==> src/rtl/qspi_delay_seq.sv <==
module qspi_delay_seq #(
  parameter int QDEPTH = 8
) (
  input  logic        clk,
  input  logic        rst_n,
  input  logic        wr_en,
  input  logic [7:0]  wr_addr,
  input  logic [15:0] wr_data,
  input  logic [7:0]  rd_addr,
  output logic [15:0] rd_data,
  input  logic        fault_n,
  input  logic        miso,
  output logic        sck,
  output logic        mosi,
  output logic        cs_n,
  output logic        pins_oe,
  output logic        done,
  output logic        fault
);
  localparam int PW = $clog2(QDEPTH);
  localparam int CW = 14;
  localparam logic [CW-1:0] HALF = CW'(2);

  typedef enum logic [1:0] {S_IDLE, S_LEAD, S_SHIFT, S_TRAIL} st_t;

  st_t st;
  logic [9:0] cmdq [QDEPTH];
  logic [7:0] rxq [QDEPTH];
  logic en;
  logic [6:0] lead_r;
  logic [7:0] trail_r;
  logic [PW-1:0] a_start, a_end, s_start, s_end, cur;
  logic a_wrap, s_wrap, pend;
  logic [CW-1:0] cnt;
  logic [7:0] sh, rx;
  logic [2:0] bc;
  logic hc;

  wire [9:0] ccmd = cmdq[cur];
  wire [CW-1:0] lead_len = ccmd[8] ? ((lead_r == '0) ? CW'(128) : CW'(lead_r)) : HALF;
  wire [CW-1:0] trail_len = ccmd[9] ? ((trail_r == '0) ? CW'(8192) : {1'b0, trail_r, 5'd0}) : HALF;
  wire boundary = (st == S_SHIFT) && hc && sck && (bc == 3'd7);
  wire abort = en && !fault_n;
  wire last = (cur == a_end) && !a_wrap;
  wire [PW-1:0] nxt = (cur == a_end || cur == PW'(QDEPTH-1)) ? '0 : cur + 1'b1;
  wire wr_cmd = wr_en && wr_addr[7:6] == 2'b01 && {2'b00, wr_addr[5:0]} < 8'(QDEPTH);

  assign pins_oe = en || (st != S_IDLE);

  always_ff @(posedge clk) begin
    if (wr_cmd) cmdq[wr_addr[PW-1:0]] <= wr_data[9:0];
    if (boundary && !abort) rxq[cur] <= rx;
  end

  always_ff @(posedge clk or negedge rst_n) begin
    if (!rst_n) begin
      st <= S_IDLE; en <= 1'b0; lead_r <= '0; trail_r <= '0;
      a_start <= '0; a_end <= '0; a_wrap <= 1'b0;
      s_start <= '0; s_end <= '0; s_wrap <= 1'b0; pend <= 1'b0;
      cur <= '0; cnt <= '0; sh <= '0; rx <= '0; bc <= '0; hc <= 1'b0;
      sck <= 1'b0; mosi <= 1'b0; cs_n <= 1'b1; done <= 1'b0; fault <= 1'b0;
    end else begin
      if (wr_en && wr_addr == 8'h02) begin
        if (wr_data[0]) done <= 1'b0;
        if (wr_data[1]) fault <= 1'b0;
      end
      if (st != S_IDLE && !en) begin
        st <= S_IDLE; cs_n <= 1'b1; sck <= 1'b0;
      end else begin
        case (st)
          S_IDLE: begin
            if (pend) begin
              a_start <= s_start; a_end <= s_end; a_wrap <= s_wrap; pend <= 1'b0;
            end else if (en) begin
              cur <= a_start; cnt <= CW'(1); st <= S_TRAIL;
            end
          end
          S_TRAIL: begin
            if (cnt == CW'(1)) begin
              cs_n <= 1'b0; mosi <= ccmd[7]; sh <= ccmd[7:0];
              cnt <= lead_len; st <= S_LEAD;
            end else cnt <= cnt - 1'b1;
          end
          S_LEAD: begin
            if (cnt == CW'(1)) begin
              sck <= 1'b1; rx <= {rx[6:0], miso};
              hc <= 1'b0; bc <= '0; st <= S_SHIFT;
            end else cnt <= cnt - 1'b1;
          end
          S_SHIFT: begin
            if (!hc) hc <= 1'b1;
            else begin
              hc <= 1'b0;
              if (sck) begin
                sck <= 1'b0;
                if (bc == 3'd7) begin
                  cs_n <= 1'b1;
                  if (pend) begin
                    a_start <= s_start; a_end <= s_end; a_wrap <= s_wrap; pend <= 1'b0;
                    cur <= s_start; cnt <= trail_len; st <= S_TRAIL;
                  end else if (last) begin
                    en <= 1'b0; done <= 1'b1; st <= S_IDLE;
                  end else begin
                    cur <= nxt; cnt <= trail_len; st <= S_TRAIL;
                  end
                end else begin
                  bc <= bc + 1'b1; mosi <= sh[6]; sh <= {sh[6:0], 1'b0};
                end
              end else begin
                sck <= 1'b1; rx <= {rx[6:0], miso};
              end
            end
          end
          default: st <= S_IDLE;
        endcase
      end
      if (wr_en && wr_addr == 8'h00) begin
        en <= wr_data[0]; lead_r <= wr_data[7:1]; trail_r <= wr_data[15:8];
      end
      if (wr_en && wr_addr == 8'h01) begin
        s_start <= wr_data[PW-1:0]; s_end <= wr_data[PW+7:8]; s_wrap <= wr_data[15]; pend <= 1'b1;
      end
      if (abort) begin
        en <= 1'b0; st <= S_IDLE; cs_n <= 1'b1; sck <= 1'b0; fault <= 1'b1;
        if (boundary && last && !pend) done <= done;
      end
    end
  end

  always_comb begin
    rd_data = '0;
    if (rd_addr == 8'h00) rd_data = {trail_r, lead_r, en};
    else if (rd_addr == 8'h01) begin
      rd_data[PW-1:0] = a_start; rd_data[PW+7:8] = a_end; rd_data[15] = a_wrap;
    end else if (rd_addr == 8'h02) rd_data[1:0] = {fault, done};
    else if ({2'b00, rd_addr[5:0]} < 8'(QDEPTH)) begin
      if (rd_addr[7:6] == 2'b01) rd_data[9:0] = cmdq[rd_addr[PW-1:0]];
      else if (rd_addr[7:6] == 2'b10) rd_data[7:0] = rxq[rd_addr[PW-1:0]];
    end
  end

  AST_IDLE_PINS: assert property (@(posedge clk) disable iff (!rst_n) !pins_oe |-> (cs_n && !sck));
  AST_SCK_HIGH: assert property (@(posedge clk) disable iff (!rst_n) ($fell(sck) && !cs_n) |-> $past(sck, 2));
  AST_DONE_STOPS: assert property (@(posedge clk) disable iff (!rst_n) ($rose(done) && !$past(wr_en && wr_addr == 8'h00)) |-> !en);
  AST_SHADOW_HOLD: assert property (@(posedge clk) disable iff (!rst_n) (st == S_LEAD || st == S_TRAIL) |=> ($stable(a_start) && $stable(a_end) && $stable(a_wrap)));
  AST_FAULT_ABORT: assert property (@(posedge clk) disable iff (!rst_n) abort |=> (!en && cs_n && fault));
endmodule

==> config.mk <==
export PLATFORM = sky130hd
export DESIGN_NAME = qspi_delay_seq
export DESIGN_NICKNAME = d
export VERILOG_FILES = /design/src/rtl/qspi_delay_seq.sv
export SDC_FILE = /design/constraint.sdc
export NUM_CORES = 1
export LEC_CHECK = 0
export CAP_MARGIN = 20
export CORE_AREA = 2 2 147 149
export DETAILED_ROUTE_END_ITERATION = 16
export DIE_AREA = 0 0 149 151
export GPL_TIMING_DRIVEN = 0
export PLACE_DENSITY_LB_ADDON = 0.25
export SLEW_MARGIN = 20
export SYNTH_ARGS = -nofsm -noshare
export SYNTH_HDL_FRONTEND = slang
export SYNTH_SLANG_ARGS = --single-unit
==> constraint.sdc <==
create_clock -name clk -period 4.1 [get_ports clk]
set_clock_uncertainty 0.1 [all_clocks]
set_input_delay 0.82 -clock clk [delete_from_list [all_inputs] [get_ports clk]]
set_output_delay 0.82 -clock clk [all_outputs]
set_load 0.1 [all_outputs]
==> impl_metrics.toml, run 1 <==
[timing]
worstMarginPinSlew_ns = 1.04
slew_headroom_pct = 30.1
worst_slack_ns = 0.00483
setup_viol = 0
max_freq_mhz = 244
whs_ns = 0.129
rsz0062_at_grt = "true"
hold_violations = 0
fin_crit_ns = 4.10
slew_viol_final = 0
fin_crit_sh_pct = 99.9

[die]
placementRows = 53
initial_core_util_pct = 49.2
core_region_area_um2 = 20800
io_pins = 59
fp.dieH_um = 151
die_width_um = 149
die-area_um2 = 22500

[setup_path]
cp_cell_sequence = "clkdlybuf4s50_1, clkbuf_2, mux4_2, mux2i_1, o22ai_1, a22o_1, buf_6"
r2r_setup_slack_ns = 0.85
timing.rr.end = "rxq[2][0]$_DFFE_PP_"
cp-startpoint = "rd_addr[1]"
end_kind = "output pin"
crit_fanout = 10
critPathBufInv = 3
cpLargestDelayFamily = "buffers and inverters"
startpoint_type = "primary input"
path_depth = 7
slowest_delay_ns = 0.66
required_ns = 3.18
arrival_ns = 3.18
reg2regPathDepth = 4
reg2reg_from = "st[1]$_DFFE_PN0P_"
crit_type = "primary input to output pin"
cp_slowest_cell = "clkdlybuf4s50_1"

[cells_and_area]
num-fill-cells = 1660
num_antenna_cells = 0
nNetsFinal = 829
syn2layout_area_growth_pct = 18.1
drive_above_1_share_pct = 25.4

[grt]
grt_pass1_vias = 6757
antenna_found_initial = 1
overflow = 0
grt_usage_pct = 24.6
grt_max_degree = 48
grt_first_pass_wirelength_um = 40900

[power]
power_leakage_nw = 4.44
p_per_area_nw_per_um2 = 437
vdd_drop_max_mv = 0.300

[synth]
synth_top_cell_area_share_pct = 42.2
ys.flop_type = "edfxtp_1"
postSynthNetCount = 746
synth_area_leader_cell = "edfxtp_1"
yosys-top-cells-count = "144 x edfxtp_1, 73 x dfrtp_1, 55 x mux4_2, 49 x nor2_1"
synth_area_leaders = "edfxtp_1 42%, dfrtp_1 18%, mux4_2 12%"
synth_warnings = 0
syn_area_um2 = 10300
synth_edf_count = 144
ys_seq_area_share_pct = 60.2
syn_inst = 703
async_flop_share_pct = 33.9
ys_types = 66
ys_seq_elements = 218
synth_area_per_cell_um2 = 14.6
synth.most_common_cell = "edfxtp_1"

[cts]
cts_tree = "yes"
clock_path_buffers = 3
clock-sinks = 218
root_buffer = "clkbuf_16"
cts-buffers-inserted = 24
clock_latency_ns = 0.54
htreeDepth = 1
clk_pin_slew_ns = 0.06

[routing]
vias = 6795
viasPerCell = 6.30
ant_nets = 0
drc = 0
drt-pass1-iter-count = 6
routedWlPerCell_um = 24.9
drt-total-wl_um = 26900
drtIter0Drc = 598

[place]
pre_cts_slack_ns = -1.20
hpwl_um = 18900
portBuffers = 56
globalplace.congestion = 0.915

[hold_path]
hold_path_class = "primary input to async pin"

[run]
max_cap_violations = 0

[run_status]
status = "finished, final reports clean"
## how the worst max path moves through the flow
| stage | to | slack (ns) |
|---|---|---|
| global route | rd_data[14] | -0.0001 |
| CTS | rd_data[3] | 0.02 |
| finish | rd_data[7] | 0.005 |
| global placement | rd_data[6] | -1.20 |
| floorplan | rd_data[10] | -0.24 |
| detailed placement | rd_data[7] | -1.20 |
## report_power, final
group | total (W) | switching [W] | internal (W)
sequential | 0.00241 | 0.0000385 | 0.00237
clock | 0.00232 | 0.000908 | 0.00141
combinational | 0.000565 | 0.000360 | 0.000204
## final cells by class
class | count | area, µm² | area share [%]
buffer | 37 | 169 | 1.39
clock buffer | 30 | 664 | 5.49
clock inverter | 14 | 204 | 1.68
inverter | 12 | 45.0 | 0.372
multi-input combinational | 436 | 3940 | 32.5
sequential | 218 | 6180 | 51.0
tap | 275 | 344 | 2.84
timing repair buffer | 57 | 566 | 4.67
## layout by cell type, fill, tap and decap left out, types with 5 or more instances in the layout
| master | netlist | layout |
|---|---|---|
| a21oi_1 | 28 | 25 |
| a221oi_1 | 5 | 5 |
| a22o_1 | 8 | 8 |
| and2_1 | 6 | 6 |
| buf_2 | 8 | 13 |
| buf_4 | 0 | 6 |
| buf_6 | 1 | 7 |
| clkbuf_1 | 23 | 22 |
| clkbuf_16 | 0 | 25 |
| clkdlybuf4s50_1 | 0 | 39 |
| clkinv_2 | 0 | 6 |
| dfrtp_1 | 73 | 73 |
| edfxtp_1 | 144 | 144 |
| ha_1 | 6 | 6 |
| inv_1 | 10 | 10 |
| mux2_2 | 42 | 42 |
| mux2i_1 | 31 | 29 |
| mux4_2 | 55 | 55 |
| nand2_1 | 42 | 42 |
| nand2b_1 | 9 | 9 |
| nand3_1 | 7 | 7 |
| nor2_1 | 49 | 40 |
| nor2_2 | 1 | 10 |
| nor3_1 | 10 | 8 |
| nor4_1 | 14 | 14 |
| o21ai_0 | 21 | 21 |
| o22ai_1 | 11 | 11 |
| o2bb2ai_1 | 9 | 9 |
| or4_1 | 8 | 7 |
## what timing repair did
item / in CTS / in global routing
resized for setup: 106 / 6
pin swaps: 2 / 0
cloned: 1 / 0
endpoints found under the setup margin: 16 / 13
setup buffers: 0 / 0
hold buffers: 0 / 0
## per-layer routing
layer | part of all wire [%] | vias to the layer above | track usage (%)
met5 | 0.048 | - | 0
met4 | 3.9 | 2 | 9.90
met3 | 6.3 | 70 | 4.19
met2 | 50 | 275 | 41.3
met1 | 39 | 3473 | 32.2
li1 | - | 2975 | -
## metrics by stage
step	area [µm²]	TNS [ns]	utilization, %	instances	power (W)
after detailed placement	11200	-17.13	53.9	1035	0.00300
after floorplan	10300	-0.482	-	703	0.00280
final	12100	0	58.2	1079	0.00529
after global routing	12100	-0.000113	58.2	1079	0.00546
after CTS	12100	0	58.1	1079	0.00531
after global placement	11200	-61.93	53.6	1034	0.00300
## registers in the layout, indices dropped and copies added, names as in the netlist, 2 cells and up
register and flops:
cnt 14, rx 8, st 2, a_end 3
rxq 64, s_end 3, bc 3, sh 7
trail_r 8, cur 3, cmdq 80, s_start 3
a_start 3, lead_r 7
## worst register-to-register path, stage by stage, from the launching register on
cell and delay, ns:
dfrtp_1 0.42, clkbuf_1 0.41, nand2_1 0.41, or4_1 0.75, nor2_1 0.79
## cells by family (layout without fill, tap and decap cells)
logic type	Yosys count	count (layout)	share of synthesized area (%)
DFF	218	218	60.2
AOI/OAI and AO/OA	123	123	8.27
and+or+nand+nor	175	176	8.77
buffers and inverters	50	150	2.00
adders and majority gates	6	6	0.732
xor gates and xnor gates	3	3	0.256
muxes	128	128	19.7
Power figures use the tool's default switching activity.
==> inputs of run 2 (changes only) <==
--- a/config.mk
+++ b/config.mk
@@ -10,7 +10,7 @@
 export DETAILED_ROUTE_END_ITERATION = 16
 export DIE_AREA = 0 0 149 151
 export GPL_TIMING_DRIVEN = 0
-export PLACE_DENSITY_LB_ADDON = 0.25
+export PLACE_DENSITY = 0.68
 export SLEW_MARGIN = 20
 export SYNTH_ARGS = -nofsm -noshare
 export SYNTH_HDL_FRONTEND = slang
==> run 2 against run 1 <==
  * The run now ends with setup timing left
  * Final cell count barely moved
  * Global-route usage about the same
  * Hold slack worse by 0.014 ns
  * Clock-buffer cell count down 1
  * Critical path depth unchanged
  * Power fell by 2.0%
  * First-iteration DRC count increased by 13%
  * Critical path type unchanged
  * Highest routed layer is now met4
==> impl_metrics.toml, run 2 (same netlist as run 1, synthesis figures left out) <==
[routing]
drt-total-wl_um = 27100
ant_nets = 0
vias = 6715
routedWlPerCell_um = 25.1
drtIter0Drc = 673
drt-pass1-iter-count = 5
drc = 0
viasPerCell = 6.22

[setup_path]
end_kind = "output pin"
reg2reg_from = "st[1]$_DFFE_PN0P_"
r2r_setup_slack_ns = 0.93
crit_fanout = 10
required_ns = 3.18
timing.rr.end = "rxq[3][7]$_DFFE_PP_"
startpoint_type = "primary input"
crit_type = "primary input to output pin"
arrival_ns = 3.21
reg2regPathDepth = 4

[place]
portBuffers = 56
pre_cts_slack_ns = -1.24
dpl_cell_area_um2 = 11200
hpwl_um = 19300
globalplace.congestion = 0.881

[cells_and_area]
nNetsFinal = 830
drive_above_1_share_pct = 25.1
largest_reg_flops = 80
final_common_cell = "edfxtp_1"
seqCellArea_um2 = 6180
final_area_um2 = 12100
num-fill-cells = 1662
multi_input_area_um2 = 3940
num_antenna_cells = 0
final_cell_mix = "144 x edfxtp_1, 73 x dfrtp_1, 55 x mux4_2"
final_core_util_pct = 58.0
syn2layout_area_growth_pct = 17.8

[hold_path]
hold_path_class = "primary input to async pin"

[cts]
clock_path_buffers = 3
clk_pin_slew_ns = 0.06
root_buffer = "clkbuf_16"
cts_hold_buf = 0
cts_tree = "yes"
htreeDepth = 1
clock_latency_ns = 0.52
cts-buffers-inserted = 24
clock-sinks = 218

[timing]
slew_viol_final = 0
setup_viol = 1
worst_slack_ns = -0.0292
hold_violations = 0
fin_crit_sh_pct = 101
rsz0062_at_grt = "false"
max_freq_mhz = 242
worstMarginPinSlew_ns = 1.11
slew_headroom_pct = 25.6
fin_crit_ns = 4.13
tns_ns = -0.0292

[grt]
grt_first_pass_wirelength_um = 41100
overflow = 0
antenna_found_initial = 0
grt_pass1_vias = 6897
grt_usage_pct = 24.6
grt_max_degree = 55

[run_status]
violations = "setup timing"
status = "complete, but fails checks"

[die]
die-area_um2 = 22500
fp.dieH_um = 151
io_pins = 59
die_width_um = 149
core_region_area_um2 = 20800
initial_core_util_pct = 49.2
placementRows = 53

[power]
vdd_drop_max_mv = 0.307
p_per_area_nw_per_um2 = 429
power_leakage_nw = 4.43

[run]
max_cap_violations = 0
## run 2: power breakdown
group / total (W) / switching (W) / internal, W
combinational: 0.000567 / 0.000362 / 0.000205
sequential: 0.00241 / 0.0000382 / 0.00237
clock: 0.00221 / 0.000873 / 0.00134
## run 2: per-stage QoR
stage          hold WS, ns  power (W)  std cells
2_1_floorplan        0.349    0.00280        703
3_3_place_gp         0.367    0.00299       1034
3_5_place_dp         0.378    0.00301       1036
4_1_cts              0.114    0.00521       1080
5_1_grt              0.126    0.00534       1080
6_report             0.115    0.00519       1080
## run 2: timing repair
item | 4_1_cts | 5_1_grt
setup buffers | 0 | 0
gates cloned | 1 | 0
gates resized for setup | 111 | 2
endpoints found under the setup margin | 16 | 2
pin swaps | 2 | 0
## run 2: area by class of cell
type                    count  area share [%]
plain buffers              37            1.41
clock buffers              29            5.47
clock inverters            15            1.35
inverters                  12           0.373
multi-input cells         436            32.6
flip-flops and latches    218            51.1
well taps                 275            2.85
repair buffers             58            4.78
## run 2: worst max-delay path by stage
stage,end,cells after the start,slack [ns],from
finish,rd_data[3],7,-0.03,rd_addr[1]
global route,rd_data[8],7,0.005,rd_addr[5]
CTS,rd_data[3],7,0.04,rd_addr[1]
detailed placement,rd_data[5],8,-1.24,rd_addr[5]
global placement,rd_data[5],8,-1.17,rd_addr[5]
floorplan,rd_data[10],5,-0.24,rd_addr[5]
## run 2: critical path: stages
cell and delay, ns:
clkdlybuf4s50_1 0.64, clkbuf_2 0.38, mux4_2 0.35, mux2i_1 0.42
o22ai_1 0.14, a22o_1 0.25, buf_6 0.19
## run 2: layer usage
layer,wire length (µm),vias to the layer above,GRT usage [%]
met4,654,0,6.38
met3,1600,48,3.25
met2,14100,246,44.1
met1,10700,3438,31.9
li1,-,2983,-
met5,0,-,0
